==> src/rtl/excpt_pipe_pkg.sv <==
package excpt_pipe_pkg;
  localparam int unsigned XW   = 32;
  localparam int unsigned CW   = 4;
  localparam int unsigned NSTG = 4;
  localparam int unsigned S_IF  = 0;
  localparam int unsigned S_ID  = 1;
  localparam int unsigned S_EX  = 2;
  localparam int unsigned S_MEM = 3;

  typedef logic [CW-1:0] cause_t;
  localparam cause_t        CAUSE_NONE = '0;
  localparam logic [XW-1:0] NOP_WORD   = '0;

  typedef struct packed {
    logic [XW-1:0] word;
    logic [XW-1:0] addr;
    cause_t        cause;
    logic          rd;
    logic          wr;
    logic          regw;
    logic          sync;
  } slot_t;

  function automatic slot_t bubble_slot();
    slot_t s;
    s       = '0;
    s.word  = NOP_WORD;
    s.cause = CAUSE_NONE;
    return s;
  endfunction
endpackage

==> src/rtl/excpt_stage_reg.sv <==
module excpt_stage_reg
  import excpt_pipe_pkg::*;
(
  input  logic  clk_i,
  input  logic  rst_ni,
  input  logic  kill_i,
  input  slot_t d_i,
  output slot_t q_o
);
  always_ff @(posedge clk_i or negedge rst_ni) begin
    if (!rst_ni)     q_o <= bubble_slot();
    else if (kill_i) q_o <= bubble_slot();
    else             q_o <= d_i;
  end
endmodule

==> src/rtl/excpt_decode_merge.sv <==
module excpt_decode_merge
  import excpt_pipe_pkg::*;
(
  input  slot_t  in_i,
  input  logic   trap_i,
  input  cause_t cause_i,
  input  logic   rd_i,
  input  logic   wr_i,
  input  logic   regw_i,
  input  logic   sync_i,
  output slot_t  out_o
);
  always_comb begin
    out_o      = in_i;
    out_o.rd   = rd_i;
    out_o.wr   = wr_i;
    out_o.regw = regw_i;
    out_o.sync = sync_i;
    // earliest cause wins
    if (trap_i && (in_i.cause == CAUSE_NONE)) out_o.cause = cause_i;
  end
endmodule

==> src/rtl/excpt_mem_gate.sv <==
module excpt_mem_gate
  import excpt_pipe_pkg::*;
(
  input  slot_t m_i,
  output logic  exc_o,
  output logic  rd_o,
  output logic  wr_o,
  output logic  regw_o,
  output logic  sync_o
);
  always_comb begin
    exc_o  = (m_i.cause != CAUSE_NONE);
    rd_o   = m_i.rd   & ~exc_o;
    wr_o   = m_i.wr   & ~exc_o;
    regw_o = m_i.regw & ~exc_o;
    sync_o = m_i.sync & ~exc_o;
  end
endmodule

==> src/rtl/excpt_redirect.sv <==
module excpt_redirect
  import excpt_pipe_pkg::*;
#(
  parameter cause_t BRK_CAUSE = 4'hB
) (
  input  logic          clk_i,
  input  logic          rst_ni,
  input  logic          exc_i,
  input  cause_t        cause_i,
  input  logic [XW-1:0] addr_i,
  output logic          redirect_o,
  output logic [XW-1:0] pc_o,
  output logic          brk_o
);
  localparam logic [XW-1:0] STEP = XW'(4);

  always_ff @(posedge clk_i or negedge rst_ni) begin
    if (!rst_ni) begin
      redirect_o <= 1'b0;
      pc_o       <= '0;
      brk_o      <= 1'b0;
    end else begin
      redirect_o <= exc_i;
      brk_o      <= exc_i && (cause_i == BRK_CAUSE);
      if (exc_i) pc_o <= addr_i + STEP;
    end
  end
endmodule

==> src/rtl/excpt_pipe.sv <==
module excpt_pipe
  import excpt_pipe_pkg::*;
#(
  parameter cause_t BRK_CAUSE   = 4'hB,
  parameter cause_t FETCH_CAUSE = 4'h1
) (
  input  logic          clk_i,
  input  logic          rst_ni,
  input  logic [XW-1:0] fetch_word_i,
  input  logic [XW-1:0] fetch_addr_i,
  input  logic          fetch_fault_i,
  input  logic          dec_trap_i,
  input  logic [CW-1:0] dec_cause_i,
  input  logic          dec_rd_i,
  input  logic          dec_wr_i,
  input  logic          dec_regw_i,
  input  logic          dec_sync_i,
  output logic [XW-1:0] mem_word_o,
  output logic [XW-1:0] mem_addr_o,
  output logic [CW-1:0] mem_cause_o,
  output logic          mem_rd_o,
  output logic          mem_wr_o,
  output logic          reg_wr_o,
  output logic          sync_o,
  output logic [XW-1:0] wb_addr_o,
  output logic [CW-1:0] wb_cause_o,
  output logic          wb_reg_wr_o,
  output logic          flush_ex_o,
  output logic          flush_id_o,
  output logic          flush_if_o,
  output logic          normal_upd_o,
  output logic          redirect_o,
  output logic [XW-1:0] redirect_pc_o,
  output logic          break_o
);
  slot_t            stg_d [NSTG];
  slot_t            stg_q [NSTG];
  logic [NSTG-1:0]  kill;
  slot_t            if_d;
  slot_t            id_d;
  logic             mem_exc;
  logic             ex_exc;

  // fetch entry
  always_comb begin
    if_d       = bubble_slot();
    if_d.word  = fetch_word_i;
    if_d.addr  = fetch_addr_i;
    if_d.cause = fetch_fault_i ? FETCH_CAUSE : CAUSE_NONE;
  end

  excpt_decode_merge u_dec (
    .in_i    (stg_q[S_IF]),
    .trap_i  (dec_trap_i),
    .cause_i (dec_cause_i),
    .rd_i    (dec_rd_i),
    .wr_i    (dec_wr_i),
    .regw_i  (dec_regw_i),
    .sync_i  (dec_sync_i),
    .out_o   (id_d)
  );

  assign stg_d[S_IF]  = if_d;
  assign stg_d[S_ID]  = id_d;
  assign stg_d[S_EX]  = stg_q[S_ID];
  assign stg_d[S_MEM] = stg_q[S_EX];

  assign ex_exc = (stg_q[S_EX].cause != CAUSE_NONE);

  // memory-stage fault clears everything younger; execute fault clears decode/fetch
  assign kill[S_MEM] = mem_exc;
  assign kill[S_EX]  = mem_exc | ex_exc;
  assign kill[S_ID]  = mem_exc | ex_exc;
  assign kill[S_IF]  = mem_exc | ex_exc;

  for (genvar g = 0; g < NSTG; g++) begin : g_stage
    excpt_stage_reg u_reg (
      .clk_i  (clk_i),
      .rst_ni (rst_ni),
      .kill_i (kill[g]),
      .d_i    (stg_d[g]),
      .q_o    (stg_q[g])
    );
  end

  excpt_mem_gate u_gate (
    .m_i    (stg_q[S_MEM]),
    .exc_o  (mem_exc),
    .rd_o   (mem_rd_o),
    .wr_o   (mem_wr_o),
    .regw_o (reg_wr_o),
    .sync_o (sync_o)
  );

  always_ff @(posedge clk_i or negedge rst_ni) begin
    if (!rst_ni) begin
      wb_addr_o   <= '0;
      wb_cause_o  <= CAUSE_NONE;
      wb_reg_wr_o <= 1'b0;
    end else begin
      wb_addr_o   <= stg_q[S_MEM].addr;
      wb_cause_o  <= stg_q[S_MEM].cause;
      wb_reg_wr_o <= reg_wr_o;
    end
  end

  excpt_redirect #(.BRK_CAUSE(BRK_CAUSE)) u_redir (
    .clk_i      (clk_i),
    .rst_ni     (rst_ni),
    .exc_i      (mem_exc),
    .cause_i    (stg_q[S_MEM].cause),
    .addr_i     (stg_q[S_MEM].addr),
    .redirect_o (redirect_o),
    .pc_o       (redirect_pc_o),
    .brk_o      (break_o)
  );

  assign mem_word_o   = stg_q[S_MEM].word;
  assign mem_addr_o   = stg_q[S_MEM].addr;
  assign mem_cause_o  = stg_q[S_MEM].cause;
  assign flush_ex_o   = mem_exc;
  assign flush_id_o   = mem_exc | ex_exc;
  assign flush_if_o   = mem_exc | ex_exc;
  assign normal_upd_o = ~(mem_exc | ex_exc);
endmodule

==> config.mk <==
export PLATFORM = sky130hd
export DESIGN_NAME = excpt_pipe
export DESIGN_NICKNAME = d
export VERILOG_FILES = /design/src/rtl/excpt_pipe_pkg.sv /design/src/rtl/excpt_stage_reg.sv /design/src/rtl/excpt_decode_merge.sv /design/src/rtl/excpt_mem_gate.sv /design/src/rtl/excpt_redirect.sv /design/src/rtl/excpt_pipe.sv
export SDC_FILE = /design/constraint.sdc
export NUM_CORES = 1
export LEC_CHECK = 0
export BUFFER_PORTS_ARGS = -buffer_cell sky130_fd_sc_hd__clkbuf_2
export CAP_MARGIN = 20
export CORE_MARGIN = 4
export CORE_UTILIZATION = 35
export CTS_BUF_LIST = sky130_fd_sc_hd__clkbuf_8
export DETAILED_ROUTE_END_ITERATION = 10
export GPL_ROUTABILITY_DRIVEN = 0
export PLACE_DENSITY = 0.65
export SLEW_MARGIN = 0
export SYNTH_ARGS = -nofsm -noshare
export SYNTH_HDL_FRONTEND = slang
export SYNTH_SLANG_ARGS = --single-unit
export TNS_END_PERCENT = 30
==> constraint.sdc <==
create_clock -name clk_i -period 4.28 [get_ports clk_i]
set_clock_uncertainty 0.05 [all_clocks]
set_input_delay 0.856 -clock clk_i [delete_from_list [all_inputs] [get_ports clk_i]]
set_output_delay 0.856 -clock clk_i [all_outputs]
set_load 0.005 [all_outputs]
[Word-level counts from Yosys, hierarchy flattened]
Cells that the tools add are included.
Cells by class
  add/subtract/negate cells: 1
  equal/unequal tests: 1
  muxes and demuxes: 6
  bitwise gates (word level): 7
  reduce and logical (&&, ||, !) cells: 5
Operators by type and width (number)
  $mux W72: 4
  $add A32 B3 Y32 const B: 1
  $reduce_bool A4 Y1: 2
  $and A1 B1 Y1: 4
  $eq A4 B4 Y1 const B: 1
  $logic_not A4 Y1: 1
  $mux W4: 1
  $logic_and A1 B1 Y1: 2
  $not A1 Y1: 2
  $mux W1: 1
  $or A1 B1 Y1: 1
Word-level totals
  register bits after elaboration: 355
  bits of input ports: 76
  output and inout port bits: 147
  word-level logic and storage cells: 50

[Logic depth before layout (Yosys ltp)]
  word-level depth: 4
  gate-level depth with buffers: 7
  mapped depth without buffers: 5

[Hierarchy]
Synthesis repeated with hierarchy kept, for this count alone.
Unflattened totals
  cells, all modules: 938
  area, all modules: 12796.0 um^2
Modules (own cells, without submodules)
  excpt_stage_reg: times used 4, cells each 152, area an instance 2342.2 um^2, seq. area each 1801.7 um^2
  excpt_redirect: times used 1, cells each 203, area an instance 1839.3 um^2, seq. area each 850.8 um^2
  excpt_pipe: times used 1, cells each 43, area an instance 960.9 um^2, seq. area each 925.9 um^2
  excpt_decode_merge: times used 1, cells each 78, area an instance 585.6 um^2, seq. area each 0.0 um^2
  excpt_mem_gate: times used 1, cells each 6, area an instance 41.3 um^2, seq. area each 0.0 um^2

[Worst setup path after synthesis]
No wires, ideal clock.
  kind: flip-flop to output port
  start point: reg g_stage[3].u_reg.q_o[4] (netlist name)
  end point: out reg_wr_o
  data arrival time: 1.481 ns
  required time: 3.374 ns
  slack: 1.893 ns
  cell stages (with the launch flop): 5
  path buffers: 2
  cells stage by stage: dfrtp_1 nor4_4 clkbuf_1 clkbuf_1 and2_1
Between the ends
  longest elaborated chain between the ends: 3
Ends and longest elaborated chain
  from (decl): line excpt_stage_reg.sv:8  | output slot_t q_o
  from (signal assigned): line excpt_stage_reg.sv:11  | if (!rst_ni) q_o <= bubble_slot();
  from (signal assigned): line excpt_stage_reg.sv:12  | else if (kill_i) q_o <= bubble_slot();
  from (signal assigned): line excpt_stage_reg.sv:13  | else q_o <= d_i;
  $reduce_bool A4 Y1: line excpt_mem_gate.sv:12  | exc_o = (m_i.cause != CAUSE_NONE);
  $not A1 Y1: line excpt_mem_gate.sv:15  | regw_o = m_i.regw & ~exc_o;
  $and A1 B1 Y1: line excpt_mem_gate.sv:15
  to (decl): line excpt_pipe.sv:23  | output logic reg_wr_o,
No other way between the ends.

[Worst setup path in the final report]
  start point: reg g_stage[3].u_reg.q_o[4] (netlist name)
  end point: out flush_ex_o
Between the ends
  longest elaborated chain between the ends: 1
Ends and longest elaborated chain
  $reduce_bool A4 Y1: line excpt_mem_gate.sv:12
  to (decl): line excpt_pipe.sv:28  | output logic flush_ex_o,
No other way between the ends.

==> run_results.csv <==
group,metric,value,unit
run_status,status,"complete, no violations",
global_route,antenna_found_initial,8,
layout,drive_gt1_share,29.5,%
setup_path,start_kind,"flop",
floorplanning,die_w,196,um
timing,relSlewSlack,36.9,%
setup_path,worstSetupPathType,"flop to output pin",
clock_network,root_buffer,"clkbuf_8",
global_route,grt_max_degree,198,
setup_path,path_buf_inv,2,
logic_synthesis,syn-num-nets,1008,
timing,tns,0,ns
setup_path,max_stage_delay,0.66,ns
route,antenna_left,0,
floorplanning,die_y,196,um
logic_synthesis,yosysSeqAreaShare,71.3,%
power_and_ir_drop,ir_drop,0.943,mV
route,drt-total-wl,23300,um
clock_network,hold_buffers,0,
placed_design,dp_hpwl,14200,um
setup_path,crit_fanout,13,
layout,area_growth_syn_to_layout,19.1,%
timing,tightest_slew,0.946,ns
floorplanning,start_util,35.6,%
clock_network,clk_path_buf_depth,3,
timing,final-setup-viol-count,0,
setup_path,crit_path_top_delay_cell,"nor4_4",
placed_design,portBuffers,222,
clock_network,numCtsBuffers,58,
setup_path,crit_start,"g_stage[3].u_reg.q_o[4]",
global_route,grt_pass1_vias,7300,
route,drtIter0Drc,320,
route,routedWlPerCell,14.7,um
run,cap_viol_max_count,0,
logic_synthesis,synth.distinct_cells,32,
timing,fmax,313,MHz
floorplanning,die_area,38400,um2
floorplanning,rows,68,
clock_network,cts_tree,"built",
route,vias,7057,
logic_synthesis,netlist_instances,931,
setup_path,endpoint_kind,"output pin",
setup_path,worstPathRequired,3.37,ns
timing,hold_ws,0.296,ns
setup_path,reg2reg_slack,1.69,ns
floorplanning,num_io_pins,223,
logic_synthesis,synthTopCellsByArea,"dfrtp_1, and3_1, buf_4",
logic_synthesis,synth_warnings,0,
timing,fin_crit,3.20,ns
setup_path,worstPathArrival,2.29,ns
clock_network,clkLatencyLatePin,0.62,ns
layout,final_nets,1165,
global_route,grt_overflow,0,
setup_path,crit_family,"simple AND/OR/NAND/NOR gates",
timing,slew_viol_final,0,
global_route,grt.total_usage,12.4,%
setup_path,r2r_start,"g_stage[2].u_reg.q_o[7]",
route,drc,0,
route,drtPass1Iterations,4,
global_route,grt_pass1_wl,38600,um
clock_network,post-cts-setup-buffers,0,
logic_synthesis,synthDominantCellAreaShare,71.3,%
logic_synthesis,yosys.area.top_type,"dfrtp_1",
timing,rsz0062_at_grt,"no",
floorplanning,core,34700,um2
setup_path,crit_chain,"nor4_4 -> clkinv_1 -> clkbuf_2",
logic_synthesis,syn_area,12400,um2
timing,period_share,74.7,%
power_and_ir_drop,p_per_area,838,nW/um2
clock_network,ctsHtreeMaxLevel,2,
worst_hold_path,hp-class,"primary input to async pin",
timing,hold_viol_final,0,
logic_synthesis,ys_ff_latch,352,
power_and_ir_drop,leakagePower,8.14,nW
route,vias_per_cell,4.44,
clock_network,clock-sinks,352,
clock_network,cts.clk_slew.worst_paths,0.06,ns
logic_synthesis,syn_area_per_cell,13.3,um2
clock_network,post_cts_resized,0,
[report_power, final]
part           internal [mW]  total (mW)  switching [mW]  leakage, nW
sequential              4.67        5.23           0.559         4.70
combinational           1.53        3.84            2.31         2.71
clock                   1.93        3.26            1.33        0.733
[kinds of logic (layout without fill, tap and decap cells)]
logic type,count (synthesis),count (layout),share of synthesized area (%)
buf+inv,138,340,6.53
flops,352,352,71.3
compound gates,44,44,2.03
simple gates,382,382,19.0
other cells,0,1,0
xor+xnor,14,14,0.993
fa+ha+maj,1,1,0.101
[area by class of cell]
type	count	area, um2
timing repair buffer	232	1260
multi-input combinational	441	2740
sequential	352	8810
inverter	3	11.3
clock inverter	34	350
antenna	1	2.50
clock buffer	71	977
tap	455	569
fill	3302	20000
[layer usage]
layer	wire length, um	track usage, %	up-vias
met5	89	0	-
met4	706	5.77	14
met3	1990	5.07	59
met2	10400	18.3	199
met1	10100	15.9	3405
li1	-	-	3380
[synthesized netlist by cell type]
cell,n
or3_2,1
or3_1,8
clkinv_1,1
nand2_4,1
and3_1,209
buf_2,3
nand2_1,30
ha_1,1
inv_1,2
nand4_1,9
o21ai_0,23
buf_4,70
nand4_2,1
and4b_1,1
and4_4,2
nor4_4,2
and4_1,3
a21oi_1,2
clkbuf_1,59
dfrtp_1,352
nor2_1,16
xnor2_1,2
nor3b_1,1
a31oi_1,14
o31ai_1,5
and3_2,1
and2_1,82
xor2_1,12
buf_6,3
nand3_1,9
or4_1,5
nand4_4,1
[cells in the final DEF (no fill, tap or decap), types with 8 or more instances in the layout]
cell type,n
clkbuf_8,71
dfrtp_1,352
and3_1,209
and2_1,82
or3_1,8
o21ai_0,23
nand2_1,30
nand4_1,9
nand3_1,9
a31oi_1,14
inv_1,14
clkbuf_2,221
clkinv_2,12
xor2_1,12
nor2_1,16
[state kept, by name, summed over array words and instances, names as in the netlist]
name                cells
wb_cause_o              4
u_redir.pc_o           32
g_stage.u_reg.q_o     281
u_redir.redirect_o      1
wb_reg_wr_o             1
u_redir.brk_o           1
wb_addr_o              32
[worst paths after layout]
kind                       cells after the start                       end
min in group clk_i                             1  g_stage[3].u_reg.q_o[70]
setup / recovery                               3                flush_ex_o
hold reg to reg                                1  g_stage[3].u_reg.q_o[70]
max in group asynchronous                      2          u_redir.pc_o[24]
setup reg to reg                               4  g_stage[0].u_reg.q_o[31]
hold / removal                                 1  g_stage[0].u_reg.q_o[62]
[worst register-to-register path: cells and delay by family, from the launching register on]
kind / cells / cell delay [ns]
simple gates: 2 / 0.62
flops: 1 / 0.41
buf+inv: 2 / 1.42
[through the flow]
step	instances	setup slack [ns]	total power, mW	utilization (%)	cell area [um2]
after CTS	1588	0.875	12.6	42.4	14700
after floorplan	931	1.89	8.10	-	12400
after detailed placement	1483	1.60	9.26	38.6	13400
after global routing	1589	0.795	13.4	42.4	14700
after global placement	1483	1.64	9.11	38.6	13400
final	1589	1.08	12.3	42.4	14700
(Power assumes the default switching activity.)
